File: src/rtl/tmr16_pkg.sv
package tmr16_pkg;

    localparam int ADDR_W    = 3;
    localparam int DIV_SEL_W = 2;

    typedef logic [ADDR_W-1:0] addr_t;

    localparam addr_t A_CTRL   = 3'd0;
    localparam addr_t A_STAT   = 3'd1;
    localparam addr_t A_CNT_LO = 3'd2;
    localparam addr_t A_CNT_HI = 3'd3;
    localparam addr_t A_CMP_LO = 3'd4;
    localparam addr_t A_CMP_HI = 3'd5;

    typedef struct packed {
        logic                 irq_en;
        logic                 trig_en;
        logic                 buffered;
        logic [DIV_SEL_W-1:0] div_sel;
        logic                 run;
    } ctrl_t;

    localparam int CTRL_W = $bits(ctrl_t);

endpackage

File: src/rtl/tmr16_prescaler.sv
module tmr16_prescaler #(
    parameter  int SEL_W = 2,
    localparam int PRE_W = (1 << SEL_W) - 1
) (
    input  logic             clk,
    input  logic             rst_n,
    input  logic             adv,
    input  logic             clr,
    input  logic [SEL_W-1:0] sel,
    output logic             tick
);

    logic [PRE_W-1:0] pre_q;
    logic [PRE_W-1:0] pre_d;
    logic [PRE_W-1:0] mask;

    // Low sel bits of the phase counter must all be ones for a terminal count.
    always_comb begin
        mask = '0;
        for (int i = 0; i < PRE_W; i++) begin
            if (i < int'(sel)) begin
                mask[i] = 1'b1;
            end
        end
    end

    assign tick = adv && ((pre_q & mask) == mask);

    always_comb begin
        pre_d = pre_q;
        if (clr) begin
            pre_d = '0;
        end else if (adv) begin
            pre_d = pre_q + 1'b1;
        end
    end

    always_ff @(posedge clk) begin
        if (!rst_n) begin
            pre_q <= '0;
        end else begin
            pre_q <= pre_d;
        end
    end

    property p_clear;
        @(posedge clk) disable iff (!rst_n) clr |=> (pre_q == '0);
    endproperty
    assert_pre_clear_R8: assert property (p_clear);

    property p_hold;
        @(posedge clk) disable iff (!rst_n) (!adv && !clr) |=> $stable(pre_q);
    endproperty
    assert_pre_hold_R2: assert property (p_hold);

endmodule

File: src/rtl/tmr16_core.sv
module tmr16_core #(
    parameter  int DATA_W = 8,
    localparam int CNT_W  = 2 * DATA_W
) (
    input  logic              clk,
    input  logic              rst_n,
    input  logic              tick,
    input  logic              trig_en,
    input  logic              buffered,
    input  logic [CNT_W-1:0]  cmp,
    input  logic              wr_lo,
    input  logic              wr_hi,
    input  logic [DATA_W-1:0] wdata,
    input  logic [DATA_W-1:0] buf_hi,
    output logic [CNT_W-1:0]  cnt,
    output logic              ovf_set,
    output logic              trig_fire,
    output logic              conv_start
);

    logic [CNT_W-1:0] cnt_q;
    logic [CNT_W-1:0] cnt_d;
    logic             conv_q;
    logic             cnt_wr;
    logic             at_max;

    assign cnt_wr    = wr_lo || (wr_hi && !buffered);
    assign at_max    = &cnt_q;
    assign trig_fire = trig_en && tick && (cnt_q == cmp);
    assign ovf_set   = tick && at_max && !trig_fire && !cnt_wr;

    // Next count: bus write, then trigger reset, then advance.
    always_comb begin
        cnt_d = cnt_q;
        if (wr_lo) begin
            cnt_d = buffered ? {buf_hi, wdata} : {cnt_q[CNT_W-1:DATA_W], wdata};
        end else if (wr_hi && !buffered) begin
            cnt_d = {wdata, cnt_q[DATA_W-1:0]};
        end else if (trig_fire) begin
            cnt_d = '0;
        end else if (tick) begin
            cnt_d = cnt_q + 1'b1;
        end
    end

    always_ff @(posedge clk) begin
        if (!rst_n) begin
            cnt_q  <= '0;
            conv_q <= 1'b0;
        end else begin
            cnt_q  <= cnt_d;
            conv_q <= trig_fire && !cnt_wr;
        end
    end

    assign cnt        = cnt_q;
    assign conv_start = conv_q;

    property p_hold;
        @(posedge clk) disable iff (!rst_n)
            (!tick && !cnt_wr) |=> $stable(cnt_q);
    endproperty
    assert_cnt_hold_R2: assert property (p_hold);

    property p_wrap;
        @(posedge clk) disable iff (!rst_n) ovf_set |=> (cnt_q == '0);
    endproperty
    assert_wrap_zero_R3: assert property (p_wrap);

    property p_lo_load;
        @(posedge clk) disable iff (!rst_n)
            wr_lo |=> (cnt_q[DATA_W-1:0] == $past(wdata));
    endproperty
    assert_lo_load_R11: assert property (p_lo_load);

    property p_trig;
        @(posedge clk) disable iff (!rst_n)
            (trig_fire && !cnt_wr) |=> ((cnt_q == '0) && conv_q);
    endproperty
    assert_trig_reset_R9: assert property (p_trig);

endmodule

File: src/rtl/tmr16_regs.sv
module tmr16_regs
    import tmr16_pkg::*;
#(
    parameter  int DATA_W = 8,
    localparam int CNT_W  = 2 * DATA_W
) (
    input  logic              clk,
    input  logic              rst_n,
    input  addr_t             bus_addr,
    input  logic              bus_wr,
    input  logic              bus_rd,
    input  logic [DATA_W-1:0] bus_wdata,
    input  logic [CNT_W-1:0]  cnt,
    input  logic              ovf_set,
    input  logic              trig_fire,
    output ctrl_t             ctrl,
    output logic [CNT_W-1:0]  cmp,
    output logic [DATA_W-1:0] buf_hi,
    output logic [DATA_W-1:0] rdata,
    output logic              irq
);

    ctrl_t             ctrl_q;
    logic [CNT_W-1:0]  cmp_q;
    logic [DATA_W-1:0] buf_q;
    logic              flag_q;
    logic              wr_ctrl;
    logic              wr_stat;
    logic              wr_hi;
    logic              wr_cmp_lo;
    logic              wr_cmp_hi;
    logic              rd_lo;
    logic              unused_wbits;

    assign wr_ctrl   = bus_wr && (bus_addr == A_CTRL);
    assign wr_stat   = bus_wr && (bus_addr == A_STAT);
    assign wr_hi     = bus_wr && (bus_addr == A_CNT_HI);
    assign wr_cmp_lo = bus_wr && (bus_addr == A_CMP_LO);
    assign wr_cmp_hi = bus_wr && (bus_addr == A_CMP_HI);
    assign rd_lo     = bus_rd && !bus_wr && (bus_addr == A_CNT_LO);

    assign unused_wbits = ^bus_wdata[DATA_W-1:CTRL_W];

    always_ff @(posedge clk) begin
        if (!rst_n) begin
            ctrl_q <= '0;
            cmp_q  <= '0;
            buf_q  <= '0;
            flag_q <= 1'b0;
        end else begin
            if (wr_ctrl) begin
                ctrl_q <= ctrl_t'(bus_wdata[CTRL_W-1:0]);
            end
            if (wr_cmp_lo) begin
                cmp_q[DATA_W-1:0] <= bus_wdata;
            end
            if (wr_cmp_hi) begin
                cmp_q[CNT_W-1:DATA_W] <= bus_wdata;
            end
            if (ovf_set) begin
                flag_q <= 1'b1;
            end else if (wr_stat && !bus_wdata[0]) begin
                flag_q <= 1'b0;
            end
            if (wr_hi && ctrl_q.buffered) begin
                buf_q <= bus_wdata;
            end else if (rd_lo && ctrl_q.buffered) begin
                buf_q <= cnt[CNT_W-1:DATA_W];
            end
        end
    end

    always_comb begin
        rdata = '0;
        case (bus_addr)
            A_CTRL:   rdata = {{(DATA_W-CTRL_W){1'b0}}, ctrl_q};
            A_STAT:   rdata = {{(DATA_W-1){1'b0}}, flag_q};
            A_CNT_LO: rdata = cnt[DATA_W-1:0];
            A_CNT_HI: rdata = ctrl_q.buffered ? buf_q : cnt[CNT_W-1:DATA_W];
            A_CMP_LO: rdata = cmp_q[DATA_W-1:0];
            A_CMP_HI: rdata = cmp_q[CNT_W-1:DATA_W];
            default:  rdata = '0;
        endcase
    end

    assign ctrl   = ctrl_q;
    assign cmp    = cmp_q;
    assign buf_hi = buf_q;
    assign irq    = flag_q && ctrl_q.irq_en;

    property p_flag_set;
        @(posedge clk) disable iff (!rst_n) ovf_set |=> flag_q;
    endproperty
    assert_flag_sticky_R3: assert property (p_flag_set);

    property p_trig_noflag;
        @(posedge clk) disable iff (!rst_n) (trig_fire && !flag_q) |=> !flag_q;
    endproperty
    assert_trig_noflag_R10: assert property (p_trig_noflag);

    property p_capture;
        @(posedge clk) disable iff (!rst_n)
            (rd_lo && ctrl_q.buffered) |=> (buf_q == $past(cnt[CNT_W-1:DATA_W]));
    endproperty
    assert_shadow_capture_R5: assert property (p_capture);

endmodule

File: src/rtl/buffered_timer16.sv
module buffered_timer16
    import tmr16_pkg::*;
#(
    parameter  int DATA_W = 8,
    localparam int CNT_W  = 2 * DATA_W
) (
    input  logic              clk,
    input  logic              rst_n,
    input  logic              cnt_en,
    input  logic [ADDR_W-1:0] bus_addr,
    input  logic              bus_wr,
    input  logic              bus_rd,
    input  logic [DATA_W-1:0] bus_wdata,
    output logic [DATA_W-1:0] bus_rdata,
    output logic              irq,
    output logic              conv_start
);

    ctrl_t             ctrl;
    logic [CNT_W-1:0]  cmp;
    logic [CNT_W-1:0]  cnt;
    logic [DATA_W-1:0] buf_hi;
    logic              tick;
    logic              adv;
    logic              wr_lo;
    logic              wr_hi;
    logic              ovf_set;
    logic              trig_fire;

    assign adv   = ctrl.run && cnt_en;
    assign wr_lo = bus_wr && (bus_addr == A_CNT_LO);
    assign wr_hi = bus_wr && (bus_addr == A_CNT_HI);

    tmr16_prescaler #(
        .SEL_W (DIV_SEL_W)
    ) u_prescaler (
        .clk   (clk),
        .rst_n (rst_n),
        .adv   (adv),
        .clr   (wr_lo),
        .sel   (ctrl.div_sel),
        .tick  (tick)
    );

    tmr16_core #(
        .DATA_W (DATA_W)
    ) u_core (
        .clk        (clk),
        .rst_n      (rst_n),
        .tick       (tick),
        .trig_en    (ctrl.trig_en),
        .buffered   (ctrl.buffered),
        .cmp        (cmp),
        .wr_lo      (wr_lo),
        .wr_hi      (wr_hi),
        .wdata      (bus_wdata),
        .buf_hi     (buf_hi),
        .cnt        (cnt),
        .ovf_set    (ovf_set),
        .trig_fire  (trig_fire),
        .conv_start (conv_start)
    );

    tmr16_regs #(
        .DATA_W (DATA_W)
    ) u_regs (
        .clk       (clk),
        .rst_n     (rst_n),
        .bus_addr  (bus_addr),
        .bus_wr    (bus_wr),
        .bus_rd    (bus_rd),
        .bus_wdata (bus_wdata),
        .cnt       (cnt),
        .ovf_set   (ovf_set),
        .trig_fire (trig_fire),
        .ctrl      (ctrl),
        .cmp       (cmp),
        .buf_hi    (buf_hi),
        .rdata     (bus_rdata),
        .irq       (irq)
    );

endmodule

File: config.mk
export PLATFORM = sky130hd
export DESIGN_NAME = buffered_timer16
export DESIGN_NICKNAME = d
export VERILOG_FILES = /design/src/rtl/tmr16_pkg.sv /design/src/rtl/tmr16_prescaler.sv /design/src/rtl/tmr16_core.sv /design/src/rtl/tmr16_regs.sv /design/src/rtl/buffered_timer16.sv
export SDC_FILE = /design/constraint.sdc
export NUM_CORES = 1
export LEC_CHECK = 0
export ABC_AREA = 1
export ABC_CLOCK_PERIOD_IN_PS = 1800
export BUFFER_PORTS_ARGS = -buffer_cell sky130_fd_sc_hd__buf_2
export CAP_MARGIN = 30
export CORE_MARGIN = 2
export CORE_UTILIZATION = 60
export DETAILED_ROUTE_END_ITERATION = 8
export MAX_ROUTING_LAYER = met4
export PLACE_DENSITY = 0.79
export SLEW_MARGIN = 5
export SYNTH_ARGS = -nofsm -noshare
export SYNTH_HDL_FRONTEND = slang
export SYNTH_SLANG_ARGS = --single-unit
File: constraint.sdc
create_clock -name clk -period 1.8 [get_ports clk]
set_input_delay 0.36 -clock clk [delete_from_list [all_inputs] [get_ports clk]]
set_output_delay 0.36 -clock clk [all_outputs]
set_load 0.03 [all_outputs]
==> run metrics <==
clk_lat worst skew=0.31 ns; area of the multi-input gates=1920 um^2; Synth warnings=0; CTS root buf=clkbuf_8; vias post-DR=3,891; syn nets=531; Max Root-Sink Buffers=2; worst endpoint data arrival time=1.57 ns; # rows=26; P_leak=1.84 nW; Layout area overhead=24.5%; WHS=0.379 ns; initial antenna violation count=0; unrepaired setup endpoints after global routing=true; worst setup margin=-0.134 ns; DR DRC count=0; Pins Over Slew Limit=0; critical path class=register to output port; max_slew headroom=46.9%; die width=77.2 um; Slew @ Worst Pin=0.796 ns; maximum number of pins on one net before global-route repair=27; Reg area=1030 um^2; total power=2.35 mW; Fillers=434; Top FF cell, synth=dfxtp_1; maximum VDD drop=0.484 mV; final hold violations=0; cts bufs inserted=5; routability cong.=1.02; Syn Inst Count=513; status=complete, but fails checks; layout cells sized above 1=23.6%; Crit path max-delay family=compound AO/OA/AOI/OAI gates; Min-Delay Path Class=primary input to register; Post-Syn Area=3210 um^2; most common cell in the synthesized netlist=nand2_1; crit path from=u_regs.ctrl[3]; fin crit share=107%; router iterations before antenna repair=8; pre-CTS setup slack=-0.0539 ns; Unique masters post-synth=35; first-pass GRT wire length=18.0 mm; top post-synthesis cells by area=dfxtp_1 32%, nand2_1 16%, inv_1 9.1%, a21oi_1 7.8%, o21ai_0 7.2%; clock transition at the registers of the reported paths=0.10 ns; CTS tree=yes; grt total ovfl=0; DR iter-0 viols=512; crit end category=output port; Post-synth EDFFs=0; Crit-path slowest cell=dfxtp_4; flops & latches, synth=51; WP data required=1.44 ns; Finish-stage setup viols=7; vias in the first global route=3,636; post-route minimum period=1.93 ns; fmax=517 MHz; Wirelength per Cell=17.6 um; Crit path buffers/inverters=2; maxcap violations=0; Hold Crit Start=bus_wdata[6]; H-tree depth=2; All-Layer GR Usage=40.1%; die area=5950 um^2; Hold-fix buffers, CTS=0; crit-path max cell delay=0.36 ns; Cell Pwr Density=588 nW/um^2; Syn Area/Cell=6.26 um^2; Seq/Total Area, Yosys=31.8%; Yosys top cell area share=31.8%; CP Launch Type=register; I/O Buffers=25; Synth top cells by count=138 x nand2_1, 78 x inv_1, 51 x dfxtp_1; failing checks=negative setup slack; area leader, netlist=dfxtp_1; ANT cells=0; ys async rst share=0%; clk_skew=0.0128 ns; vias per cell=5.98; CORE AREA=5140 um^2; Nets=600; io pins=26; detailed placer's ending HPWL=8.39 mm; reg2reg start=u_core.cnt[1]; Initial Util=62.5%; CP max FO=8; Num Clock Sinks=51; CP Cell Sequence=buf_6 -> nand2_1 -> o21ai_2 -> a211oi_1 -> o221ai_1 -> buf_4; ANT nets after route=0; Die Y=77.2 um; Routed WL=11.5 mm
==> routing by layer <==
metal | vias up | wire length, um | track usage (%)
li1 | 1810 | - | -
met1 | 1740 | 4410 | 48.0
met5 | - | 0 | -
met4 | 0 | 648 | 21.4
met2 | 269 | 5190 | 63.2
met3 | 72 | 1200 | 8.47
==> flip-flops by register name, indices dropped and copies added (netlist names) <==
| signal | count |
|---|---|
| u_regs.cmp | 16 |
| u_core.cnt | 16 |
| u_regs.buf_hi | 8 |
| u_prescaler.pre_q | 3 |
| u_regs.ctrl | 6 |
| u_core.conv_start | 1 |
| u_regs.flag_q | 1 |
==> timing repair <==
| action | 4_1_cts | 5_1_grt |
|---|---|---|
| buffers inserted | 5 | 1 |
| setup endpoints to repair | 8 | 15 |
| resized for setup | 46 | 22 |
| pin swaps | 9 | 8 |
==> tightest hold or removal path, stage by stage <==
cell and delay [ns]:
buf_2 0.14, nand3_1 0.08, a21oi_1 0.06
==> power breakdown <==
| group | switching (mW) | internal [mW] | leakage, nW |
|---|---|---|---|
| sequential | 0.0383 | 1.17 | 0.417 |
| combinational | 0.330 | 0.189 | 1.39 |
| clock | 0.366 | 0.260 | 0.0371 |
==> path summary, 6_finish.rpt <==
kind	end	depth (start not counted)	slack, ns
setup / recovery	bus_rdata[0]	6	-0.13
setup reg to reg	u_regs.flag_q	8	0.11
hold / removal	u_regs.cmp[14]	3	0.38
hold reg to reg	u_prescaler.pre_q[2]	2	0.47
==> layout make-up <==
type	count	area share [%]
multi-input cells	363	48.0
flip-flops and latches	51	25.8
repair buffers	77	14.3
inverters	84	7.92
well taps	70	2.19
clock buffers	6	1.81
==> cells by family (layout without fill, tap and decap cells) <==
family | Yosys count | in the layout | synth area share (%)
compound gates | 123 | 123 | 21.7
fa+ha+maj | 2 | 2 | 0.779
xor+xnor | 8 | 8 | 2.18
simple gates | 230 | 230 | 31.4
buf+inv | 99 | 167 | 12.1
flops | 51 | 51 | 31.8
==> cells in the final DEF, fill, tap and decap left out, drive strengths merged <==
cell type    n
nand2      140
inv         83
buf         77
a21oi       51
dfxtp       51
o21ai       47
nor2        40
nand3       35
o22ai       10
nand4        7
a221oi       7
xor2         6
clkbuf       6
nor3         5
o221ai       4
o2111ai      3
xnor2        2
ha           2
clkinv       1
a211oi       1
nand3b       1
nor4         1
or2          1
==> per-stage QoR <==
stage          TNS (ns)  instances  instance area [um^2]  utilization (%)
2_1_floorplan         0        513                  3220                -
3_3_place_gp    -0.0752        640                  3730             72.5
3_5_place_dp     -0.209        640                  3730             72.5
4_1_cts          -0.225        650                  3920             76.3
5_1_grt          -0.811        651                  4000             77.8
6_report         -0.490        651                  4000             77.8
No activity file was read; power rests on OpenSTA's default activity.
